<file path="src/rtl/intv_pkg.sv">
package intv_pkg;
  localparam int CNT_W  = 32;
  localparam int ADDR_W = 2;

  localparam logic [ADDR_W-1:0] A_CNT = 2'd0;
  localparam logic [ADDR_W-1:0] A_CTL = 2'd1;
  localparam logic [ADDR_W-1:0] A_STS = 2'd2;

  // Next count for a tick cycle with no software write.
  function automatic logic [CNT_W-1:0] tick_next(
    input logic [CNT_W-1:0] cur,
    input logic [CNT_W-1:0] rel,
    input logic             arl
  );
    if (cur == '0)
      return '0;
    else if (cur == CNT_W'(1))
      return arl ? rel : '0;
    else
      return cur - CNT_W'(1);
  endfunction

  function automatic logic is_event(
    input logic [CNT_W-1:0] cur,
    input logic             tick
  );
    return tick && (cur == CNT_W'(1));
  endfunction
endpackage

</file>
<file path="src/rtl/intv_count.sv">
module intv_count
  import intv_pkg::*;
#(
  parameter int W = CNT_W
) (
  input  logic         clk,
  input  logic         rst_n,
  input  logic         tick_en,
  input  logic         wr_cnt,
  input  logic [W-1:0] wdata,
  input  logic         arl,
  output logic [W-1:0] cnt,
  output logic         evt
);
  logic [W-1:0] rel_q;
  logic [W-1:0] cnt_nx;

  assign evt = tick_en && (cnt == W'(1));

  always_comb begin
    cnt_nx = cnt;
    if (wr_cnt)
      cnt_nx = wdata;
    else if (tick_en)
      cnt_nx = (cnt == '0) ? '0 : ((cnt == W'(1)) ? (arl ? rel_q : '0) : cnt - W'(1));
  end

  always_ff @(posedge clk or negedge rst_n) begin
    if (!rst_n) begin
      cnt   <= '0;
      rel_q <= '0;
    end else begin
      cnt <= cnt_nx;
      if (wr_cnt) rel_q <= wdata;
    end
  end

  // a counter write shows up as the count on the next cycle
  p_wr_loads_r2: assert property (@(posedge clk) disable iff (!rst_n)
    wr_cnt |=> cnt == $past(wdata));
  // an idle cycle leaves the count untouched
  p_hold_r3: assert property (@(posedge clk) disable iff (!rst_n)
    (!wr_cnt && !tick_en) |=> $stable(cnt));
  // a zero count with no write stays zero
  p_zero_rest_r4: assert property (@(posedge clk) disable iff (!rst_n)
    (!wr_cnt && cnt == '0) |=> cnt == '0);
  // auto-reload never exposes zero after a valid load
  p_no_zero_r5: assert property (@(posedge clk) disable iff (!rst_n)
    (evt && arl && !wr_cnt) |=> cnt != '0);
endmodule

</file>
<file path="src/rtl/intv_regs.sv">
module intv_regs (
  input  logic clk,
  input  logic rst_n,
  input  logic wr_ctl,
  input  logic [1:0] ctl_wdata,
  input  logic wr_sts,
  input  logic sts_clr_bit,
  input  logic evt,
  input  logic glob_ie,
  output logic ie,
  output logic arl,
  output logic status,
  output logic irq
);
  always_ff @(posedge clk or negedge rst_n) begin
    if (!rst_n) begin
      ie     <= 1'b0;
      arl    <= 1'b0;
      status <= 1'b0;
    end else begin
      if (wr_ctl) begin
        ie  <= ctl_wdata[0];
        arl <= ctl_wdata[1];
      end
      if (evt)
        status <= 1'b1;
      else if (wr_sts && sts_clr_bit)
        status <= 1'b0;
    end
  end

  assign irq = status & ie & glob_ie;

  // the status bit only rises after an event
  p_status_src_r6: assert property (@(posedge clk) disable iff (!rst_n)
    $rose(status) |-> $past(evt));
  // an event always leaves the status set
  p_evt_sets_r7: assert property (@(posedge clk) disable iff (!rst_n)
    evt |=> status);
  // a zero mask bit never clears the status
  p_mask_zero_r7: assert property (@(posedge clk) disable iff (!rst_n)
    (status && !(wr_sts && sts_clr_bit)) |=> status);
endmodule

</file>
<file path="src/rtl/intv_timer.sv">
module intv_timer
  import intv_pkg::*;
(
  input  logic              clk,
  input  logic              rst_n,
  input  logic [ADDR_W-1:0] bus_addr,
  input  logic              bus_wr,
  input  logic [CNT_W-1:0]  bus_wdata,
  output logic [CNT_W-1:0]  bus_rdata,
  input  logic              tick_en,
  input  logic              glob_ie,
  output logic              irq
);
  logic             wr_cnt, wr_ctl, wr_sts;
  logic [CNT_W-1:0] cnt;
  logic             evt, ie, arl, status;

  assign wr_cnt = bus_wr && (bus_addr == A_CNT);
  assign wr_ctl = bus_wr && (bus_addr == A_CTL);
  assign wr_sts = bus_wr && (bus_addr == A_STS);

  intv_count #(.W(CNT_W)) u_count (
    .clk     (clk),
    .rst_n   (rst_n),
    .tick_en (tick_en),
    .wr_cnt  (wr_cnt),
    .wdata   (bus_wdata),
    .arl     (arl),
    .cnt     (cnt),
    .evt     (evt)
  );

  intv_regs u_regs (
    .clk         (clk),
    .rst_n       (rst_n),
    .wr_ctl      (wr_ctl),
    .ctl_wdata   (bus_wdata[1:0]),
    .wr_sts      (wr_sts),
    .sts_clr_bit (bus_wdata[0]),
    .evt         (evt),
    .glob_ie     (glob_ie),
    .ie          (ie),
    .arl         (arl),
    .status      (status),
    .irq         (irq)
  );

  always_comb begin
    unique case (bus_addr)
      A_CNT:   bus_rdata = cnt;
      A_CTL:   bus_rdata = {{(CNT_W-2){1'b0}}, arl, ie};
      A_STS:   bus_rdata = {{(CNT_W-1){1'b0}}, status};
      default: bus_rdata = '0;
    endcase
  end

  // a write of zero alone never raises the status
  p_zero_write_r9: assert property (@(posedge clk) disable iff (!rst_n)
    (wr_cnt && bus_wdata == '0 && !evt && !status) |=> !status);
  // write wins over a colliding tick
  p_write_wins_r10: assert property (@(posedge clk) disable iff (!rst_n)
    (wr_cnt && tick_en) |=> cnt == $past(bus_wdata));
endmodule

</file>
<file path="config.mk">
export PLATFORM = sky130hd
export DESIGN_NAME = intv_timer
export DESIGN_NICKNAME = d
export VERILOG_FILES = /design/src/rtl/intv_pkg.sv /design/src/rtl/intv_count.sv /design/src/rtl/intv_regs.sv /design/src/rtl/intv_timer.sv
export SDC_FILE = /design/constraint.sdc
export NUM_CORES = 1
export LEC_CHECK = 0
export BUFFER_PORTS_ARGS = -buffer_cell sky130_fd_sc_hd__buf_2
export CORE_ASPECT_RATIO = 1.1
export CORE_UTILIZATION = 61
export CTS_CLUSTER_DIAMETER = 40
export DETAILED_ROUTE_END_ITERATION = 10
export PLACE_DENSITY = 0.86
export SYNTH_ARGS = -nofsm -noshare
export SYNTH_HDL_FRONTEND = slang
export SYNTH_SLANG_ARGS = --single-unit
</file>
<file path="constraint.sdc">
create_clock -name clk -period 4.4 [get_ports clk]
set_input_delay 0.44 -clock clk [delete_from_list [all_inputs] [get_ports clk]]
set_output_delay 0.44 -clock clk [all_outputs]
set_load 0.1 [all_outputs]
</file>
# ---- Yosys cells after proc, flatten, opt, wreduce, memory -nomap -nowiden
# Cells that the tools add are included.
dict set report classes {
  addsub 1
  eq_ne 3
  muxes 8
  n_bitwise 2
  n_reduce_logical 9
}
# op n
set op_table {}
lappend op_table {{$mux W32} 5}
lappend op_table {{$pmux W32 S3} 1}
lappend op_table {{$eq A32 B1 Y1 const B} 1}
lappend op_table {{$logic_not A32 Y1} 1}
lappend op_table {{$sub A32 B1 Y32 const B} 1}
lappend op_table {{$logic_and A1 B1 Y1} 5}
lappend op_table {{$reduce_bool A2 Y1} 2}
lappend op_table {{$and A1 B1 Y1} 2}
lappend op_table {{$eq A2 B1 Y1 const B} 1}
lappend op_table {{$eq A2 B2 Y1 const B} 1}
lappend op_table {{$logic_not A2 Y1} 1}
lappend op_table {{$mux W1} 2}
dict set report totals {
  regBits 67
  input_bits 39
  output_inout_bits 33
  word_cells 28
}

# ---- Depth between registers and ports, before layout
dict set report depth {
  ltp_word 5
  mapped_depth 9
  depth_no_buf 7
}

# ---- Cells and area by module
# A second synthesis with hierarchy kept.
dict set report unflattened {
  hier_cells 409
  hier_area_um2 4234.1
}
# mod instances cells_each area_per_inst_um2 seq_area_each_um2
set modules_own_cells {}
lappend modules_own_cells {intv_count 1 358 3772.4 1601.5}
lappend modules_own_cells {intv_timer 1 43 346.6 0.0}
lappend modules_own_cells {intv_regs 1 8 115.1 75.1}

# ---- Least setup slack after synthesis
# No wires, ideal clock.
dict set report synth_timing {
  kind {input to output}
  from {in bus_addr[0]}
  to {out bus_rdata[0]}
  arrival_ps 2892
  required_time_ps 3960
  slack_ps 1068
  stages 3
  path_buffers 1
  path_cell_list {clkbuf_1 -> mux2i_1 -> o21ai_0}
}
dict set report synth_between {
  elab_chain_cells 2
  elab_cells_between_ends 4
  cone_classes {eq/ne (2); mux (1); reduce/logical (1)}
}
# element line
set synth_rtl {}
lappend synth_rtl {{from (decl)} intv_timer.sv:6} ;# input logic [ADDR_W-1:0] bus_addr,
lappend synth_rtl {{$eq A2 B2 Y1, or another cell as far along} intv_timer.sv:49} ;# unique case (bus_addr)
lappend synth_rtl {{$pmux W32 S3 (*)} intv_timer.sv:49}
lappend synth_rtl {{to (decl)} intv_timer.sv:9} ;# output logic [CNT_W-1:0] bus_rdata,
# Every way passes the cells marked *; elsewhere a longest branch is shown, timed or not.

# ---- Worst setup path after layout
dict set report layout_timing {
  from {reg u_count.cnt[0]}
  to {reg u_count.cnt[2]}
}
dict set report layout_between {
  elab_chain_cells 5
  elab_cells_between_ends 7
  cone_classes {add/sub (1); eq/ne (1); mux (4); reduce/logical (1)}
}
# element line
set layout_rtl {}
lappend layout_rtl {{from (decl)} intv_count.sv:12} ;# output logic [W-1:0] cnt,
lappend layout_rtl {{from (signal assigned)} intv_count.sv:33} ;# cnt <= cnt_nx;
lappend layout_rtl {{$sub A32 B1 Y32 or $eq A32 B1 Y1 (tied branches)} intv_count.sv:25} ;# cnt_nx = (cnt == '0) ? '0 : ((cnt == W'(1)) ? (arl ? rel_q : '0) : cnt - W'(1));
lappend layout_rtl {{$mux W32} intv_count.sv:25}
lappend layout_rtl {{$mux W32 (*)} intv_count.sv:25}
lappend layout_rtl {{$mux W32 (*)} intv_count.sv:24} ;# else if (tick_en)
lappend layout_rtl {{$mux W32 (*)} intv_count.sv:22} ;# if (wr_cnt)
# Every way passes the cells marked *; elsewhere a longest branch is shown, timed or not. The select of a mux whose other input is x is not followed.
# A chain may end at the register's enable or synchronous reset.

==> metrics.cfg <==
[outcome]
status=complete, no violations

[timing]
report.final.slew_viol_count=0
grt_setup_unrepaired=no
setup_viol_count_final=0
clock_skew_ns=0.0111
timing_worst_slew_pin_value_ns=1.20
fin_crit_sh_pct=70.1
total_neg_setup_slack_ns=0
worst_slack_ns=1.32
hold_viol_final=0
slew_headroom_pct=19.9
max_clock_freq_mhz=324
period_minus_slack_ns=3.08

[power_and_ir_drop]
p_total_mw=2.15
power.density_nw_per_um2=465
leakage_nw=2.14
irDropWorstVdd_v=0.000273

[placement]
place_congestion=0.861
place_hpwl_um=6960
buffer_ports.inserted=71
dpl_worst_slack_ns=1.43

[grt]
groute.usage.overall_pct=33.6
grt-ovfl-total=0
grt_start_max_net_pins=59
grt_first_pass_wirelength_um=18200
via_count_of_the_first_global_routing_pass=3809
grt_antenna_before_repair=0

[route]
route.antenna.remaining_nets=0
wirelength_um=10900
drc_errors=0
vias_per_cell=6.37
drtPass1Iterations=8
route.detailed.wl_per_inst_um=17.8
drt_iter0_drc=492
route.vias.total=3901

[synth]
synthesis.area_per_instance_um2=8.62
synth_nets=516
number_of_flip_flops_and_latches_in_the_synthesized_netlist=67
warnings_from_yosys=0
share_of_synthesized_area_occupied_by_flip_flops_and_latches_pct=40.9
synth_flop_cell=sky130_fd_sc_hd__dfrtp_1
netlist_instances=475
synth-async-reset-ratio_pct=100
synth_enable_flop_cells=0
syn-cell-area_um2=4100
yosys.cell_types.count=54

[clock_tree]
cts_buffer_depth=2
clock_tree.root_cell=sky130_fd_sc_hd__clkbuf_8
cts_num_sinks=67
cts_hold_repair.buffers=0
cts.clk_slew.worst_paths_ns=0.07
post_cts_resize_count=0
htree_levels=3
cts_tree=built
cts-buffers-inserted=9
clkLatencyLatePin_ns=0.35
postCtsSetupRepairBufs=0

[critical_path]
timing.critical_path.to_type=flip-flop
worst_ep_arrival_ns=3.29
required_ns=4.60
critical_path.startpoint_type=flip-flop
critical_path.max_fanout=21
setup.worst_path.class=reg2reg

[layout]
final_core_util_pct=73.0
antenna_cells=0
drive_gt1_share_pct=22.4
area_added_between_synthesis_and_finish_pct=13.0
number_of_nets_in_the_final_layout=569

[floorplan]
die_height_um=87.9
coreArea_um2=6340
boundaryPins=72
die-area_um2=7050
core.rowCount=30
initial_core_util_pct=64.6
chipWidth_um=80.1

[run]
max-cap-violations=0

[hold_path]
hold_path.class=in2async

[through the flow]
stage / cell area, um2 / hold slack, ns / cells
final: 4630 / 0.168 / 612
after floorplan: 4100 / 0.144 / 475
after global routing: 4630 / 0.237 / 612
after detailed placement: 4440 / 0.457 / 597
after global placement: 4440 / 0.451 / 597
after CTS: 4630 / 0.201 / 612
[metal layers]
layer	global-route usage [%]	up-vias	share of wire [%]
li1	-	1788	-
met1	45.3	1873	42
met2	54.4	217	49
met4	14.3	0	2.0
met3	4.69	23	7.6
met5	0	-	0
[path summary, 6_finish.rpt]
kind	endpoint	cells past startpoint	from	slack [ns]
min in group clk	u_count.rel_q[21]	3	bus_wdata[21]	0.29
worst min-delay path	u_count.rel_q[3]	1	rst_n	0.17
max in group asynchronous	u_count.rel_q[28]	2	rst_n	3.28
worst max register to register	u_count.cnt[2]	7	u_count.cnt[0]	1.32
worst min register to register	u_count.rel_q[29]	2	u_count.rel_q[29]	0.47
worst max-delay path	u_count.cnt[2]	7	u_count.cnt[0]	1.32
[cell families (layout without fill, tap and decap cells)]
| family | after synthesis | after routing | synth area share (%) |
|---|---|---|---|
| flops | 67 | 67 | 40.9 |
| compound gates | 92 | 92 | 16.7 |
| buf+inv | 38 | 95 | 4.37 |
| fa+ha+maj | 2 | 2 | 0.611 |
| mux | 14 | 14 | 3.79 |
| simple gates | 245 | 245 | 29.9 |
| xor+xnor | 17 | 17 | 3.63 |
[power breakdown]
group          internal (mW)  total, mW  leakage, nW  switching, mW
clock network          0.289      0.522       0.0995          0.233
registers              0.737      0.905        0.843          0.167
logic                  0.253      0.726         1.19          0.472
total                   1.28       2.15         2.14          0.873
[critical path, stage by stage (launching register included)]
cell,delay [ns]
sky130_fd_sc_hd__dfrtp_1,0.44
sky130_fd_sc_hd__inv_1,0.08
sky130_fd_sc_hd__ha_1,0.23
sky130_fd_sc_hd__nor3b_1,0.42
sky130_fd_sc_hd__nand2_1,0.49
sky130_fd_sc_hd__or4_4,0.75
sky130_fd_sc_hd__nand2_4,0.30
sky130_fd_sc_hd__o311ai_0,0.21
[Yosys cell counts (5+ instances only)]
cell type	n	share of area (%)
sky130_fd_sc_hd__a21oi_1	13	1.6
sky130_fd_sc_hd__a22oi_1	24	4.4
sky130_fd_sc_hd__and2_1	38	5.8
sky130_fd_sc_hd__clkbuf_1	23	2.1
sky130_fd_sc_hd__dfrtp_1	67	41
sky130_fd_sc_hd__mux2_2	12	3.3
sky130_fd_sc_hd__nand2_1	119	11
sky130_fd_sc_hd__nand3b_1	5	0.92
sky130_fd_sc_hd__nand4_1	12	1.8
sky130_fd_sc_hd__nor2_1	14	1.3
sky130_fd_sc_hd__nor3_1	20	2.4
sky130_fd_sc_hd__nor4_1	11	1.7
sky130_fd_sc_hd__o211ai_1	10	1.8
sky130_fd_sc_hd__o211ai_2	5	1.5
sky130_fd_sc_hd__o21ai_1	6	0.73
sky130_fd_sc_hd__o31ai_1	10	1.8
sky130_fd_sc_hd__xnor2_1	9	1.9
sky130_fd_sc_hd__xor2_1	8	1.7
[registers in the layout, indices dropped and copies added (netlist names)]
| name | cells |
|---|---|
| u_count.cnt | 32 |
| u_regs.ie | 1 |
| u_count.rel_q | 32 |
| u_regs.status | 1 |
| u_regs.arl | 1 |
[cell usage in the layout (no fill, tap or decap), drive strengths merged, types with 2 or more instances in the layout]
master and count:
a21oi 13, a22oi 24, and2 38, and3 2
buf 77, clkbuf 13, dfrtp 67, ha 2
inv 3, mux2 12, mux2i 2, nand2 120
nand3 4, nand3b 5, nand4 12, nand4b 2
nor2 14, nor3 21, nor3b 4, nor4 11
o211ai 15, o21a 3, o21ai 10, o311ai 3
o31a 4, o31ai 10, o41a 3, or2 3
or3 4, or4 2, xnor2 9, xor2 8
[final cells by class]
type                            count  area (um2)
Clock inverter                      2        35.0
Fill cell                         488        1710
Inverter                            3        11.3
Timing Repair Buffer               77         400
Clock buffer                       13         159
Multi-Input combinational cell    370        2250
Tap cell                           80         100
Sequential cell                    67        1680
(Power assumes the default switching activity.)
